===== config.mk =====
export PLATFORM = sky130hd
export DESIGN_NAME = burst_col_gen
export DESIGN_NICKNAME = d
export VERILOG_FILES = /design/src/rtl/bcg_pkg.sv /design/src/rtl/bcg_len_decode.sv /design/src/rtl/bcg_addr_gen.sv /design/src/rtl/bcg_ctrl.sv /design/src/rtl/burst_col_gen.sv
export SDC_FILE = /design/constraint.sdc
export NUM_CORES = 1
export LEC_CHECK = 0
export CAP_MARGIN = 10
export CORE_UTILIZATION = 25
export CTS_CLUSTER_DIAMETER = 30
export DETAILED_ROUTE_END_ITERATION = 10
export DONT_BUFFER_PORTS = 1
export MAX_ROUTING_LAYER = met4
export SYNTH_ARGS = -nofsm -noshare
export SYNTH_HDL_FRONTEND = slang
export SYNTH_SLANG_ARGS = --single-unit

===== constraint.sdc =====
create_clock -name clk -period 1.91 [get_ports clk]
set_input_delay 0.0955 -clock clk [delete_from_list [all_inputs] [get_ports clk]]
set_output_delay 0.0955 -clock clk [all_outputs]
set_load 0.1 [all_outputs]

===== src/rtl/bcg_pkg.sv =====
package bcg_pkg;

    typedef enum logic [1:0] {
        ST_IDLE  = 2'd0,
        ST_FIXED = 2'd1,
        ST_PAGE  = 2'd2
    } bcg_state_e;

    localparam logic [2:0] LEN_ONE   = 3'b000;
    localparam logic [2:0] LEN_TWO   = 3'b001;
    localparam logic [2:0] LEN_FOUR  = 3'b010;
    localparam logic [2:0] LEN_EIGHT = 3'b011;
    localparam logic [2:0] LEN_PAGE  = 3'b111;

endpackage


===== src/rtl/bcg_len_decode.sv =====
module bcg_len_decode #(
    parameter int COL_W = 8
) (
    input  logic [2:0]       len_sel,
    input  logic             ilv,
    input  logic             is_write,
    input  logic             wr_single,
    output logic [COL_W-1:0] mask,
    output logic             page,
    output logic             err
);
    import bcg_pkg::*;

    localparam logic [COL_W-1:0] MASK_1 = '0;
    localparam logic [COL_W-1:0] MASK_2 = COL_W'(1);
    localparam logic [COL_W-1:0] MASK_4 = COL_W'(3);
    localparam logic [COL_W-1:0] MASK_8 = COL_W'(7);

    logic [COL_W-1:0] prog_mask;
    logic             prog_page;

    always_comb begin
        prog_mask = MASK_1;
        prog_page = 1'b0;
        err       = 1'b0;
        unique case (len_sel)
            LEN_ONE:   prog_mask = MASK_1;
            LEN_TWO:   prog_mask = MASK_2;
            LEN_FOUR:  prog_mask = MASK_4;
            LEN_EIGHT: prog_mask = MASK_8;
            LEN_PAGE: begin
                prog_mask = '1;
                prog_page = 1'b1;
                err       = ilv;
            end
            default:   err = 1'b1;
        endcase
    end

    always_comb begin
        if (is_write && wr_single) begin
            mask = MASK_1;
            page = 1'b0;
        end else begin
            mask = prog_mask;
            page = prog_page;
        end
    end

endmodule


===== src/rtl/bcg_addr_gen.sv =====
module bcg_addr_gen #(
    parameter int COL_W = 8
) (
    input  logic             clk,
    input  logic             rst_n,
    input  logic             valid,
    input  logic [COL_W-1:0] base,
    input  logic [COL_W-1:0] beat,
    input  logic [COL_W-1:0] mask,
    input  logic             ilv,
    output logic [COL_W-1:0] addr
);
    logic [COL_W-1:0] seq_sum;
    logic [COL_W-1:0] seq_addr;
    logic [COL_W-1:0] ilv_addr;

    assign seq_sum = base + beat;

    for (genvar b = 0; b < COL_W; b++) begin : g_bit
        assign seq_addr[b] = mask[b] ? seq_sum[b] : base[b];
        assign ilv_addr[b] = base[b] ^ (beat[b] & mask[b]);
    end

    assign addr = ilv ? ilv_addr : seq_addr;

    // sequential beats advance by one inside the masked field
    assert_seq_step_R4: assert property (@(posedge clk) disable iff (!rst_n)
        (valid && !ilv && beat != '0) |->
        ((addr & mask) == (($past(addr) + 1'b1) & mask)));

    // interleaved beats flip exactly the bits that the count flips
    assert_ilv_step_R5: assert property (@(posedge clk) disable iff (!rst_n)
        (valid && ilv && beat != '0) |->
        ((addr ^ $past(addr)) == ((beat ^ (beat - 1'b1)) & mask)));

endmodule


===== src/rtl/bcg_ctrl.sv =====
module bcg_ctrl #(
    parameter int COL_W = 8
) (
    input  logic             clk,
    input  logic             rst_n,
    input  logic             cmd_start,
    input  logic             burst_stop,
    input  logic [COL_W-1:0] cmd_col,
    input  logic             ilv_in,
    input  logic [COL_W-1:0] dec_mask,
    input  logic             dec_page,
    input  logic             dec_err,
    output logic [COL_W-1:0] base_q,
    output logic [COL_W-1:0] beat_q,
    output logic [COL_W-1:0] mask_q,
    output logic             ilv_q,
    output logic             col_valid,
    output logic             last_beat,
    output logic             cfg_err
);
    import bcg_pkg::*;

    bcg_state_e state_q, state_d;
    logic       err_q;
    logic       at_end;
    logic       take_cmd;

    assign at_end   = (beat_q == mask_q);
    assign take_cmd = cmd_start && !dec_err;

    always_comb begin
        state_d = state_q;
        if (cmd_start) begin
            if (dec_err)       state_d = ST_IDLE;
            else if (dec_page) state_d = ST_PAGE;
            else               state_d = ST_FIXED;
        end else if (burst_stop) begin
            state_d = ST_IDLE;
        end else begin
            unique case (state_q)
                ST_IDLE:  state_d = ST_IDLE;
                ST_FIXED: state_d = at_end ? ST_IDLE : ST_FIXED;
                ST_PAGE:  state_d = ST_PAGE;
                default:  state_d = ST_IDLE;
            endcase
        end
    end

    always_ff @(posedge clk or negedge rst_n) begin
        if (!rst_n) state_q <= ST_IDLE;
        else        state_q <= state_d;
    end

    always_ff @(posedge clk or negedge rst_n) begin
        if (!rst_n) begin
            base_q <= '0;
            beat_q <= '0;
            mask_q <= '0;
            ilv_q  <= 1'b0;
            err_q  <= 1'b0;
        end else begin
            err_q <= cmd_start && dec_err;
            if (take_cmd) begin
                base_q <= cmd_col;
                beat_q <= '0;
                mask_q <= dec_mask;
                ilv_q  <= ilv_in;
            end else if (state_q != ST_IDLE) begin
                beat_q <= beat_q + 1'b1;
            end
        end
    end

    always_comb begin
        col_valid = 1'b0;
        last_beat = 1'b0;
        unique case (state_q)
            ST_IDLE:  ;
            ST_FIXED: begin
                col_valid = 1'b1;
                last_beat = at_end;
            end
            ST_PAGE:  col_valid = 1'b1;
            default:  ;
        endcase
    end

    assign cfg_err = err_q;

    assert_reset_quiet_R1: assert property (@(posedge clk) disable iff (!rst_n)
        $rose(rst_n) |-> (!col_valid && !cfg_err && !last_beat));

    assert_start_loads_R2: assert property (@(posedge clk) disable iff (!rst_n)
        take_cmd |=> (col_valid && beat_q == '0 && base_q == $past(cmd_col)));

    assert_fixed_bound_R3: assert property (@(posedge clk) disable iff (!rst_n)
        (state_q == ST_FIXED) |-> (beat_q <= mask_q));

    assert_page_no_last_R6: assert property (@(posedge clk) disable iff (!rst_n)
        (state_q == ST_PAGE) |-> !last_beat);

    assert_last_then_idle_R7: assert property (@(posedge clk) disable iff (!rst_n)
        (last_beat && !cmd_start) |=> !col_valid);

    assert_err_no_beat_R8: assert property (@(posedge clk) disable iff (!rst_n)
        cfg_err |-> !col_valid);

    assert_stop_idle_R9: assert property (@(posedge clk) disable iff (!rst_n)
        (burst_stop && !cmd_start) |=> !col_valid);

    assert_restart_wins_R10: assert property (@(posedge clk) disable iff (!rst_n)
        (take_cmd && burst_stop) |=> col_valid);

endmodule


===== src/rtl/burst_col_gen.sv =====
module burst_col_gen #(
    parameter int COL_W = 8
) (
    input  logic             clk,
    input  logic             rst_n,
    input  logic             cmd_start,
    input  logic             cmd_write,
    input  logic [COL_W-1:0] cmd_col,
    input  logic             burst_stop,
    input  logic [2:0]       len_sel,
    input  logic             ilv_mode,
    input  logic             wr_single,
    output logic [COL_W-1:0] col_out,
    output logic             col_valid,
    output logic             last_beat,
    output logic             cfg_err
);
    logic [COL_W-1:0] dec_mask;
    logic             dec_page;
    logic             dec_err;
    logic [COL_W-1:0] base_q;
    logic [COL_W-1:0] beat_q;
    logic [COL_W-1:0] mask_q;
    logic             ilv_q;

    bcg_len_decode #(.COL_W(COL_W)) u_dec (
        .len_sel   (len_sel),
        .ilv       (ilv_mode),
        .is_write  (cmd_write),
        .wr_single (wr_single),
        .mask      (dec_mask),
        .page      (dec_page),
        .err       (dec_err)
    );

    bcg_ctrl #(.COL_W(COL_W)) u_ctrl (
        .clk        (clk),
        .rst_n      (rst_n),
        .cmd_start  (cmd_start),
        .burst_stop (burst_stop),
        .cmd_col    (cmd_col),
        .ilv_in     (ilv_mode),
        .dec_mask   (dec_mask),
        .dec_page   (dec_page),
        .dec_err    (dec_err),
        .base_q     (base_q),
        .beat_q     (beat_q),
        .mask_q     (mask_q),
        .ilv_q      (ilv_q),
        .col_valid  (col_valid),
        .last_beat  (last_beat),
        .cfg_err    (cfg_err)
    );

    bcg_addr_gen #(.COL_W(COL_W)) u_addr (
        .clk   (clk),
        .rst_n (rst_n),
        .valid (col_valid),
        .base  (base_q),
        .beat  (beat_q),
        .mask  (mask_q),
        .ilv   (ilv_q),
        .addr  (col_out)
    );

    // a single-beat write ends on its first beat
    assert_single_write_R11: assert property (@(posedge clk) disable iff (!rst_n)
        (cmd_start && cmd_write && wr_single && !dec_err) |=> last_beat);

endmodule


==> flow_metrics.py <==
metrics = {
    "worst_setup_path": {
        "crit_arrival_ns": 2.25,
        "path_max_fanout": 4,
        "end_kind": "primary output",
        "worst_r2r_startpoint": "u_ctrl.beat_q[2]",
        "startpoint": "u_ctrl.base_q[6]",
        "crit_required_ns": 1.81,
        "path_class": "reg -> out",
        "startpoint_type": "flip-flop",
    },
    "power_and_ir_drop": {
        "p_int_w": 0.00132,
        "p_comb_share_pct": 56.7,
        "power.leakage_nw": 1.26,
        "p_sw_w": 0.000969,
        "p_seq_share_pct": 27.7,
        "clock_power_share_pct": 15.7,
        "sw_frac_of_total_pct": 42.4,
        "powerDensity_mw_per_mm2": 831,
        "vdd_drop_max_uv": 559,
    },
    "global_route": {
        "grt_use_total_pct": 13.9,
        "grt_pass1_wl_um": 7710,
        "grt_pass1_vias": 1678,
        "grt_max_degree": 25,
        "gr-total-overflow": 0,
        "antenna_found_initial": 0,
    },
    "clock_tree": {
        "insertion_delay_ns": 0.28,
        "path_clk_slew_ns": 0.09,
        "cts.sinks": 24,
        "clock_path_buffers": 2,
        "cts_htree_levels": 1,
        "cts_tree": "done",
        "cts_buffers": 3,
        "cts-root-buf": "clkbuf_8",
    },
    "logic_synthesis": {
        "syn_nets": 238,
        "ys.flop_type": "dfrtp_1",
        "syn-instance-count": 200,
        "synth.area.top_cells": "dfrtp_1, ha_1, nand2_1",
        "syn_avg_cell_area_um2": 8.54,
        "synth-edff-count": 0,
        "yosysWarnings": 0,
        "synth.top_cell.area_share_pct": 35.2,
        "synth_area_leader_cell": "dfrtp_1",
        "synthArstFlopShare_pct": 100,
        "syn-cell-area_mm2": 0.00171,
        "synth.distinct_cells": 37,
        "ys_seq_area_share_pct": 35.2,
        "ys_seq_elements": 24,
    },
    "die": {
        "die_x_um": 84.7,
        "ioPinCount": 29,
        "placementRows": 29,
        "initial_core_util_pct": 26.4,
        "die-area_mm2": 0.00717,
        "die_y_um": 84.7,
        "core_mm2": 0.00646,
    },
    "finish": {
        "final_cell_mix": "nand2_1, buf_4, dfrtp_1",
        "fillers": 623,
        "finish.utilization_pct": 42.6,
        "syn2layout_area_growth_pct": 61.2,
        "diodes": 0,
        "fin_nets": 302,
        "final_common_cell": "nand2_1",
        "drive_above_1_share_pct": 33.5,
    },
    "routing": {
        "drtAntennaViolNets": 0,
        "vias_per_cell": 4.73,
        "firstDrtPassIters": 6,
        "dr_total_vias": 1609,
        "wl_met1_um": 2100,
        "dr_wl_met2_um": 2340,
        "avgRoutedWirePerCell_um": 13.6,
        "routed-wl-met3_um": 134,
        "top_layer": "met4",
        "first_iter_violations": 32,
        "drt_wl_total_um": 4610,
        "drc": 0,
    },
    "run_status": {
        "violations": "setup timing",
        "status": "complete, but fails checks",
    },
    "sta": {
        "fin_ws_ns": -0.439,
        "period_minus_slack_ns": 2.35,
        "clock_skew_ns": 0.00362,
        "slew_viol_final": 0,
        "rsz0062_at_grt": "true",
        "worstMarginPinSlew_ns": 0.553,
        "timing.final.hold_violations": 0,
        "setup_viol": 8,
        "fmax_mhz": 426,
        "maxSlewHeadroom_pct": 63.1,
        "finalCritPeriodShare_pct": 123,
    },
    "placed_design": {
        "globalplace.congestion": 0.799,
        "port_buffers": 0,
        "dp_slack_ns": -0.193,
        "dp_hpwl_um": 3330,
    },
    "run": {
        "drv_cap": 0,
    },
    "hold_path": {
        "hold_path.class": "in -> reg",
        "min_from": "wr_single",
    },
}
critical path, stage by stage, from the launching register on:
cell,delay [ns]
dfrtp_1,0.42
ha_1,0.32
o21a_1,0.12
or2_1,0.22
a221o_1,0.34
nor3_4,0.21
xnor2_4,0.16
buf_12,0.19
final cells by class:
| type | count | area [µm²] | share of cell area (%) |
|---|---|---|---|
| tap | 77 | 96.3 | 3.50 |
| clock buffer | 4 | 55.1 | 2.00 |
| sequential | 24 | 602 | 21.9 |
| timing repair buffer | 64 | 646 | 23.4 |
| inverter | 8 | 30.0 | 1.09 |
| multi-input combinational | 163 | 1330 | 48.1 |
sequential cells by signal, indices dropped and copies added, names as in the netlist:
signal and flops:
u_ctrl.ilv_q 1, u_ctrl.base_q 8, u_ctrl.beat_q 8, u_ctrl.state_q 2
u_ctrl.cfg_err 1, u_ctrl.mask_q 4
per-layer routing:
| layer | vias up | GRT usage [%] |
|---|---|---|
| met4 | 0 | 2.31 |
| met2 | 30 | 24.1 |
| met5 | - | - |
| met3 | 5 | 2.36 |
| met1 | 766 | 17.1 |
| li1 | 808 | - |
Yosys cell counts (2+ instances only):
cell / number
o21a_1: 3
nor3b_1: 2
clkbuf_1: 3
nand3_1: 9
dfrtp_1: 24
inv_1: 8
a21oi_1: 11
ha_1: 19
and3_1: 3
nor3_1: 4
a21o_1: 2
a22oi_1: 2
nand2b_1: 3
nor4_1: 2
o21ai_0: 9
xnor2_1: 9
nor2b_1: 5
a211oi_1: 2
xor2_1: 7
nand2_1: 43
nor2_1: 13
nor4b_1: 2
final timing paths:
kind	depth (start not counted)	endpoint	slack, ns
setup / recovery	7	col_out[7]	-0.44
max in group asynchronous	2	u_ctrl.mask_q[6]	1.51
setup reg to reg	7	u_ctrl.state_q[0]	0.17
hold / removal	3	u_ctrl.mask_q[0]	0.004
min in group asynchronous	2	u_ctrl.base_q[5]	0.24
hold reg to reg	2	u_ctrl.mask_q[0]	0.53
repair_timing:
action | 4_1_cts | 5_1_grt
endpoints found under the setup margin | 8 | 8
buffers inserted | 4 | 6
hold endpoints to repair | 35 | 0
gates resized for setup | 20 | 6
pin swaps | 9 | 8
hold buffers | 13 | 0
cell families after synthesis:
logic type	synth area share, %
adders and majority gates	15.1
AOI/OAI and AO/OA	12.4
and+or+nand+nor	25.4
xor gates and xnor gates	8.21
muxes	0.586
buffers and inverters	3.15
DFF	35.2
through the flow:
stage	setup TNS [ns]	total power (W)	instance area (µm²)	std cells	hold WS, ns
global route	-2.88	0.00242	2750	340	0.000209
global placement	-0.458	0.00174	2330	314	-0.199
floorplan	-1.51	0.00134	1850	200	-0.200
finish	-2.16	0.00229	2750	340	0.00410
detailed placement	-0.566	0.00175	2330	314	-0.199
CTS	-2.27	0.00224	2680	334	0.000415
power groups by stage:
stage                     clock (W)  sequential (W)  combinational [W]
after floorplan                   0        0.000649           0.000695
after global placement            0        0.000629            0.00111
after detailed placement          0        0.000632            0.00112
after CTS                  0.000371        0.000628            0.00124
after global routing       0.000393        0.000640            0.00138
final                      0.000359        0.000633            0.00130
Note: power is estimated with default switching activity, not from simulation.
